$ cat src/rtl/exti_pkg.sv
package exti_pkg;

    localparam int MODE_W = 2;

    typedef enum logic [MODE_W-1:0] {
        TRIG_LEVEL_LOW  = 2'd0,
        TRIG_LEVEL_HIGH = 2'd1,
        TRIG_EDGE_RISE  = 2'd2,
        TRIG_EDGE_FALL  = 2'd3
    } trig_mode_e;

    typedef enum logic [1:0] {
        PIN_WARMUP = 2'd0,
        PIN_RUN    = 2'd1,
        PIN_SETTLE = 2'd2
    } pin_state_e;

endpackage

$ cat src/rtl/exti_sync.sv
module exti_sync #(
    parameter int WIDTH  = 8,
    parameter int STAGES = 2
) (
    input  logic             clk,
    input  logic             rst_n,
    input  logic [WIDTH-1:0] async_i,
    output logic [WIDTH-1:0] sync_o
);

    logic [WIDTH-1:0] stage_q [STAGES];

    generate
        for (genvar s = 0; s < STAGES; s++) begin : g_stage
            always_ff @(posedge clk or negedge rst_n) begin
                if (!rst_n) begin
                    stage_q[s] <= '0;
                end else if (s == 0) begin
                    stage_q[s] <= async_i;
                end else begin
                    stage_q[s] <= stage_q[(s == 0) ? 0 : s-1];
                end
            end
        end
    endgenerate

    assign sync_o = stage_q[STAGES-1];

endmodule

$ cat src/rtl/exti_mode_regs.sv
module exti_mode_regs
    import exti_pkg::*;
#(
    parameter int NUM_BYTES     = 2,
    parameter int PINS_PER_BYTE = 4,
    parameter int ADDR_W        = 4,
    localparam int BYTE_W       = PINS_PER_BYTE * MODE_W,
    localparam int NUM_PINS     = NUM_BYTES * PINS_PER_BYTE
) (
    input  logic                 clk,
    input  logic                 rst_n,
    input  logic                 wr_en_i,
    input  logic [ADDR_W-1:0]    addr_i,
    input  logic [BYTE_W-1:0]    wdata_i,
    output logic [BYTE_W-1:0]    rdata_o,
    output trig_mode_e           mode_o [NUM_PINS],
    output logic [NUM_BYTES-1:0] byte_wr_o
);

    localparam logic [BYTE_W-1:0] RESET_BYTE = {PINS_PER_BYTE{TRIG_EDGE_FALL}};

    logic [NUM_BYTES*BYTE_W-1:0] regs_q;

    generate
        for (genvar b = 0; b < NUM_BYTES; b++) begin : g_byte
            assign byte_wr_o[b] = wr_en_i && (addr_i == ADDR_W'(b));

            always_ff @(posedge clk or negedge rst_n) begin
                if (!rst_n) begin
                    regs_q[b*BYTE_W +: BYTE_W] <= RESET_BYTE;
                end else if (byte_wr_o[b]) begin
                    regs_q[b*BYTE_W +: BYTE_W] <= wdata_i;
                end
            end

            for (genvar k = 0; k < PINS_PER_BYTE; k++) begin : g_field
                assign mode_o[b*PINS_PER_BYTE + k] =
                    trig_mode_e'(regs_q[b*BYTE_W + k*MODE_W +: MODE_W]);
            end
        end
    endgenerate

    always_comb begin
        rdata_o = '0;
        for (int b = 0; b < NUM_BYTES; b++) begin
            if (addr_i == ADDR_W'(b)) begin
                rdata_o = regs_q[b*BYTE_W +: BYTE_W];
            end
        end
    end

    // a write outside the implemented bytes leaves every field alone
    assert_oob_write_ignored_R3: assert property (@(posedge clk) disable iff (!rst_n)
        (wr_en_i && addr_i >= ADDR_W'(NUM_BYTES)) |=> $stable(regs_q));

    // a write to byte 0 is visible at the read port of byte 0 afterwards
    assert_byte0_write_R2: assert property (@(posedge clk) disable iff (!rst_n)
        (wr_en_i && addr_i == '0) |=> (regs_q[BYTE_W-1:0] == $past(wdata_i)));

endmodule

$ cat src/rtl/exti_pin_cond.sv
module exti_pin_cond
    import exti_pkg::*;
#(
    parameter int SYNC_STAGES = 2,
    localparam int CNT_W      = $clog2(SYNC_STAGES + 1)
) (
    input  logic       clk,
    input  logic       rst_n,
    input  logic       sync_i,
    input  trig_mode_e mode_i,
    input  logic       mode_wr_i,
    output logic       set_req_o
);

    localparam logic [CNT_W-1:0] WARM_LAST = CNT_W'(SYNC_STAGES);

    pin_state_e       state_q, state_d;
    logic [CNT_W-1:0] cnt_q;
    logic             prev_q;
    logic             fire;

    // state register
    always_ff @(posedge clk or negedge rst_n) begin
        if (!rst_n) begin
            state_q   <= PIN_WARMUP;
            cnt_q     <= '0;
            prev_q    <= 1'b0;
            set_req_o <= 1'b0;
        end else begin
            state_q   <= state_d;
            prev_q    <= sync_i;
            set_req_o <= fire;
            if (state_q == PIN_WARMUP && cnt_q != WARM_LAST) begin
                cnt_q <= cnt_q + 1'b1;
            end
        end
    end

    // next-state logic
    always_comb begin
        state_d = state_q;
        unique case (state_q)
            PIN_WARMUP: if (cnt_q == WARM_LAST) state_d = PIN_RUN;
            PIN_RUN:    if (mode_wr_i)          state_d = PIN_SETTLE;
            PIN_SETTLE: state_d = mode_wr_i ? PIN_SETTLE : PIN_RUN;
            default:    state_d = PIN_WARMUP;
        endcase
    end

    // output logic
    always_comb begin
        fire = 1'b0;
        if (state_q != PIN_WARMUP) begin
            unique case (mode_i)
                TRIG_LEVEL_LOW:  fire = !sync_i;
                TRIG_LEVEL_HIGH: fire = sync_i;
                TRIG_EDGE_RISE:  fire = (state_q == PIN_RUN) && sync_i && !prev_q;
                TRIG_EDGE_FALL:  fire = (state_q == PIN_RUN) && !sync_i && prev_q;
                default:         fire = 1'b0;
            endcase
        end
    end

    // nothing leaves the block while the pipeline is still filling
    assert_warmup_quiet_R9: assert property (@(posedge clk) disable iff (!rst_n)
        (state_q == PIN_WARMUP) |=> !set_req_o);

    // edge modes are muted during the settle cycle
    assert_settle_mutes_edge_R10: assert property (@(posedge clk) disable iff (!rst_n)
        (state_q == PIN_SETTLE && (mode_i == TRIG_EDGE_RISE || mode_i == TRIG_EDGE_FALL))
        |=> !set_req_o);

    // a high sample in active-high mode always requests
    assert_level_high_R4: assert property (@(posedge clk) disable iff (!rst_n)
        (state_q != PIN_WARMUP && mode_i == TRIG_LEVEL_HIGH && sync_i) |=> set_req_o);

    // a rising-edge pulse lasts a single cycle
    assert_rise_single_R6: assert property (@(posedge clk) disable iff (!rst_n)
        (set_req_o && mode_i == TRIG_EDGE_RISE) |=> (!set_req_o || mode_i != TRIG_EDGE_RISE));

endmodule

$ cat src/rtl/exti_trigger_top.sv
module exti_trigger_top
    import exti_pkg::*;
#(
    parameter int NUM_BYTES     = 2,
    parameter int PINS_PER_BYTE = 4,
    parameter int ADDR_W        = 4,
    parameter int SYNC_STAGES   = 2,
    localparam int NUM_PINS     = NUM_BYTES * PINS_PER_BYTE,
    localparam int BYTE_W       = PINS_PER_BYTE * MODE_W
) (
    input  logic                clk,
    input  logic                rst_n,
    input  logic [NUM_PINS-1:0] ext_pin_i,
    input  logic                cfg_wr_en_i,
    input  logic [ADDR_W-1:0]   cfg_addr_i,
    input  logic [BYTE_W-1:0]   cfg_wdata_i,
    output logic [BYTE_W-1:0]   cfg_rdata_o,
    output logic [NUM_PINS-1:0] set_req_o
);

    trig_mode_e           pin_mode [NUM_PINS];
    logic [NUM_BYTES-1:0] byte_wr;
    logic [NUM_PINS-1:0]  pin_sync;

    exti_sync #(
        .WIDTH  (NUM_PINS),
        .STAGES (SYNC_STAGES)
    ) sync_i (
        .clk     (clk),
        .rst_n   (rst_n),
        .async_i (ext_pin_i),
        .sync_o  (pin_sync)
    );

    exti_mode_regs #(
        .NUM_BYTES     (NUM_BYTES),
        .PINS_PER_BYTE (PINS_PER_BYTE),
        .ADDR_W        (ADDR_W)
    ) regs_i (
        .clk       (clk),
        .rst_n     (rst_n),
        .wr_en_i   (cfg_wr_en_i),
        .addr_i    (cfg_addr_i),
        .wdata_i   (cfg_wdata_i),
        .rdata_o   (cfg_rdata_o),
        .mode_o    (pin_mode),
        .byte_wr_o (byte_wr)
    );

    generate
        for (genvar p = 0; p < NUM_PINS; p++) begin : g_pin
            exti_pin_cond #(
                .SYNC_STAGES (SYNC_STAGES)
            ) cond_i (
                .clk       (clk),
                .rst_n     (rst_n),
                .sync_i    (pin_sync[p]),
                .mode_i    (pin_mode[p]),
                .mode_wr_i (byte_wr[p / PINS_PER_BYTE]),
                .set_req_o (set_req_o[p])
            );
        end
    endgenerate

endmodule

$ cat config.mk
export PLATFORM = sky130hd
export DESIGN_NAME = exti_trigger_top
export DESIGN_NICKNAME = d
export VERILOG_FILES = /design/src/rtl/exti_pkg.sv /design/src/rtl/exti_sync.sv /design/src/rtl/exti_mode_regs.sv /design/src/rtl/exti_pin_cond.sv /design/src/rtl/exti_trigger_top.sv
export SDC_FILE = /design/constraint.sdc
export NUM_CORES = 1
export LEC_CHECK = 0
export ABC_AREA = 0
export BUFFER_PORTS_ARGS = -buffer_cell sky130_fd_sc_hd__buf_2
export CAP_MARGIN = 20
export CORE_UTILIZATION = 45
export CTS_BUF_LIST = sky130_fd_sc_hd__clkbuf_4
export DETAILED_ROUTE_END_ITERATION = 10
export GPL_TIMING_DRIVEN = 0
export PLACE_DENSITY = 0.62
export SLEW_MARGIN = 0
export SYNTH_ARGS = -nofsm -noshare
export SYNTH_HDL_FRONTEND = slang
export SYNTH_SLANG_ARGS = --single-unit
$ cat constraint.sdc
create_clock -name clk -period 2.3 [get_ports clk]
set_clock_uncertainty 0.15 [all_clocks]
set_input_delay 0.115 -clock clk [delete_from_list [all_inputs] [get_ports clk]]
set_output_delay 0.115 -clock clk [all_outputs]
set_load 0.05 [all_outputs]
Yosys cells after proc, flatten, opt, wreduce, memory -nomap -nowiden
Cells that the tools add are included.
W data, S select, Z words.

operators by class
  add/subtract/negate cells = 8
  eq/ne operators = 73
  reductions and logical operators = 91
  mux-type cells = 38

operator list
  kind                   number
  $eq A2 B2 Y1 const B   32
  $pmux W2 S3            8
  $logic_and A1 B1 Y1    42
  $ne A2 B2 Y1 const B   18
  $eq A2 B1 Y1 const B   16
  $logic_not A2 Y1       16
  $pmux W1 S4            8
  $mux W2                12
  $add A2 B1 Y2 const B  8
  $logic_not A1 Y1       16
  $mux W8                2
  $reduce_and A2 Y1      8
  $reduce_bool A2 Y1     8
  $ne A2 B1 Y1 const B   6
  $mux W1                8
  $eq A4 B1 Y1 const B   1
  $logic_not A4 Y1       1

word-level totals
  output and inout port bits = 16
  bits of input ports = 23
  logic and storage cells = 246
  register bits after elaboration = 80

Longest topological paths before layout
  word-level depth = 5
  mapped depth = 5

Cells and area by module
A second synthesis with hierarchy kept.

second synthesis, totals
  cell total of the unflattened synthesis = 280
  area, all modules = 3573.4 um2

modules (own cells, without submodules)
  module          area each (um2)  times used  sequential area each (um2)  cells an instance
  exti_pin_cond   291.5            8           150.1                       25
  exti_mode_regs  780.7            1           420.4                       56
  exti_sync       460.4            1           400.4                       24

Worst setup path before layout
No wires, ideal clock.

  kind = input -> output
  from = input cfg_addr_i[0]
  to = output cfg_rdata_o[0]
  arrival time = 1.464 ns
  path slack = 0.571 ns
  stages on the path = 4
  required time = 2.035 ns
  cell sequence = clkbuf_8 clkbuf_1 mux2i_1 nor2_1

between the ends
  longest elaborated chain between the ends = 3
  elaborated cells on any way between the ends = 4
  classes of those cells = 1 x eq/ne; 2 x mux; 1 x reduce/logical

RTL lines
  item                line                    text
  start: declaration  exti_trigger_top.sv:15  input logic [ADDR_W-1:0] cfg_addr_i,
  $logic_not A4 Y1    exti_mode_regs.sv:46    if (addr_i == ADDR_W'(b)) begin
  $mux W8             exti_mode_regs.sv:46
  $mux W8 *           exti_mode_regs.sv:46
  end: declaration    exti_trigger_top.sv:17  output logic [BYTE_W-1:0] cfg_rdata_o,

Every way passes the cells marked *; elsewhere a longest branch is shown, timed or not.

Final worst setup path
  from = input cfg_addr_i[2]
  to = output cfg_rdata_o[7]

The elaborated chain is that of the path after synthesis.

==> results.json <==
{
  "run_status": "finished, final reports clean",
  "ys_warn_count": 0,
  "worstPathRequired_ns": 2.04,
  "cts_buffers": 9,
  "fin_cells": 465,
  "globalRoute.totalOverflow": 0,
  "hold_viol": 0,
  "ant_nets": 0,
  "seq_area_frac_synth_pct": 57.6,
  "slew_headroom_pct": 43.9,
  "synth_cells": 290,
  "hpwlAfterDp_microns": 4200,
  "p_seq_share_pct": 49.5,
  "io_buffers": 37,
  "dp.cells": 427,
  "finalWorstPathRequiredPeriod_ns": 2.22,
  "ys_types": 34,
  "firstDrtPassIters": 4,
  "yosys-top-cells-area": "dfrtp_1 46%, dfstp_2 12%, xnor2_1 4.0%, o22ai_1 3.2%, ha_1 2.9%",
  "syn-num-nets": 321,
  "nNetsFinal": 392,
  "drv_slew": 0,
  "crit_top_cell": "buf_2",
  "yosys.area.top_type": "dfrtp_1",
  "yosysMostFrequentCell": "dfrtp_1",
  "initial_core_util_pct": 47.4,
  "clock_latency_ns": 0.41,
  "cts.clk_slew.worst_paths_ns": 0.12,
  "wire_per_inst_microns": 13.6,
  "worst_setup_path_start_kind": "primary input",
  "syn_area_per_cell_sq_um": 12.1,
  "synth.cell_area_sq_um": 3510,
  "antenna_cells": 0,
  "internal_power_mw": 2.80,
  "grt_pass1_vias": 2243,
  "tns_ns": 0,
  "antenna_found_initial": 0,
  "path_delay_family": "buffers and inverters",
  "peakVddDrop_mv": 0.461,
  "hold_path_class": "in2reg",
  "drc": 0,
  "routed_wl_microns": 6330,
  "cts_num_sinks": 80,
  "cp_slowest_cell": "dlygate4sd3_1",
  "swShare_pct": 34.2,
  "routabilityCongestion": 0.716,
  "areaGrowthSynthToFinish_pct": 20.0,
  "path_max_fanout": 8,
  "switchingPower_mw": 1.46,
  "die_y_microns": 90.3,
  "synthTopCellsByCount": "64 x dfrtp_1, 18 x o22ai_1",
  "initialDrtViolationCount": 89,
  "async_reset_ff_share_pct": 100,
  "tightest_slew_ns": 0.839,
  "clock_path_buffers": 2,
  "drive_above_1_share_pct": 27.6,
  "cts_root_buffer": "clkbuf_4",
  "synth_edf_count": 0,
  "max_freq_mhz": 451,
  "fin_crit_sh_pct": 96.3,
  "pwr-share-clk_pct": 19.1,
  "grt_max_degree": 65,
  "p_per_area_nw_per_um2": 1010,
  "die_w_microns": 90.3,
  "core-area_sq_um": 7410,
  "cpPeakStageDelay_ns": 0.53,
  "grt_use_total_pct": 17.1,
  "worstPathArrival_ns": 1.95,
  "vias": 2304,
  "p_comb_share_pct": 31.4,
  "cts_setup_buffers": 0,
  "cts_tree": "built",
  "vias_per_cell": 4.95,
  "rsz0062_at_grt": "false",
  "ys_ff_latch": 80,
  "die_area_sq_um": 8150,
  "path_cells": "dlygate4sd3_1 > buf_2 > or3_2 > clkbuf_1 > nor2_1 > buf_2",
  "synth_top_flop_cell": "dfrtp_1",
  "crit_path_end_kind": "primary output",
  "io_pins": 39,
  "std_cell_rows": 31,
  "cp.buffers_inverters": 4,
  "max_cap_violations": 0,
  "h-tree-depth": 3,
  "synth_top_area_share_pct": 45.6,
  "grt_pass1_wl_microns": 10700,
  "p_leak_nw": 1.90,
  "crit_type": "in2out",
  "setup_violations": 0
}
-- cells by family after synthesis --
group,Yosys count,synth area share (%)
xor+xnor,16,3.99
mux,22,7.31
simple gates,81,13.9
buf+inv,25,4.71
flops,80,57.6
compound gates,58,9.63
fa+ha+maj,8,2.85
-- state kept, by name, summed over array words and instances (netlist names) --
register	flops
g_pin.cond_i.state_q	16
sync_i.stage_q	8
g_pin.cond_i.prev_q	8
regs_i.mode_o	16
g_pin.cond_i.set_req_o	8
g_pin.cond_i.cnt_q	16
sync_i.sync_o	8
-- routing by layer --
metal  track usage, %  wire length (microns)  up-vias
met1             21.7                   2990     1113
met2             27.7                   3060       36
met5                0                      0        -
li1                 -                      -     1150
met4             5.24                     61        0
met3             5.81                    220        5
-- worst min-delay path, delay by kind of cell --
kind            cells  cell delay [ns]
buf+inv             1             0.11
compound gates      1             0.06
simple gates        2             0.27
-- power by group through the flow --
stage | sequential, mW | combinational [mW] | clock (mW)
global placement | 2.12 | 1.27 | 0
finish | 2.11 | 1.34 | 0.812
detailed placement | 2.13 | 1.33 | 0
floorplan | 2.06 | 1.09 | 0
global route | 2.16 | 1.51 | 0.914
CTS | 2.11 | 1.36 | 0.858
-- what timing repair did --
action	CTS	global route
gates resized for setup	0	2
endpoints found under the hold margin	107	0
hold buffers	22	0
setup endpoints to repair	0	7
-- cell usage in the layout, fill, tap and decap left out, drive strengths merged, types with 8 or more instances in the layout --
master        n
dfrtp        64
buf          49
dlygate4sd3  22
o22ai        18
a21oi        16
xnor2        16
o21ai        16
nand2        16
nand2b       16
dfstp        16
nor2         15
mux2         14
clkbuf       12
inv          11
or3           9
mux2i         8
ha            8
-- final cells by class --
cell class                      count  area [sq um]
Buffer                             14           125
Sequential cell                    80          2020
Tap cell                           99           124
Multi-Input combinational cell    185          1320
Clock buffer                        9          67.6
Inverter                           11          41.3
Fill cell                         629          3200
Clock inverter                      7          72.6
Timing Repair Buffer               60           435
-- final timing paths --
check                      depth (start not counted)  slack, ns              start                         end
min reg2reg                                        0       0.21  sync_i.stage_q[8]            sync_i.sync_o[0]
min                                                4       0.03      cfg_addr_i[1]  g_pin[7].cond_i.state_q[1]
max reg2reg                                        2       0.82  regs_i.mode_o[14]           regs_i.mode_o[14]
min in group asynchronous                          2       0.06              rst_n            regs_i.mode_o[4]
max                                                6       0.08      cfg_addr_i[2]              cfg_rdata_o[7]
max in group asynchronous                          3       0.93              rst_n    g_pin[7].cond_i.cnt_q[1]
-- per-stage QoR --
| stage | setup WS, ns | cell area [sq um] | power [mW] | util [%] | hold slack, ns |
|---|---|---|---|---|---|
| 6_report | 0.0844 | 4210 | 4.26 | 56.8 | 0.0288 |
| 5_1_grt | 0.000647 | 4210 | 4.58 | 56.8 | 0.0109 |
| 3_3_place_gp | 0.357 | 3820 | 3.40 | 51.5 | 0.0731 |
| 4_1_cts | 0.0301 | 4210 | 4.33 | 56.8 | 0.0000972 |
| 3_5_place_dp | 0.455 | 3850 | 3.46 | 51.9 | -0.145 |
| 2_1_floorplan | 0.571 | 3510 | 3.15 | - | -0.331 |
Note: power is estimated with default switching activity, not from simulation.
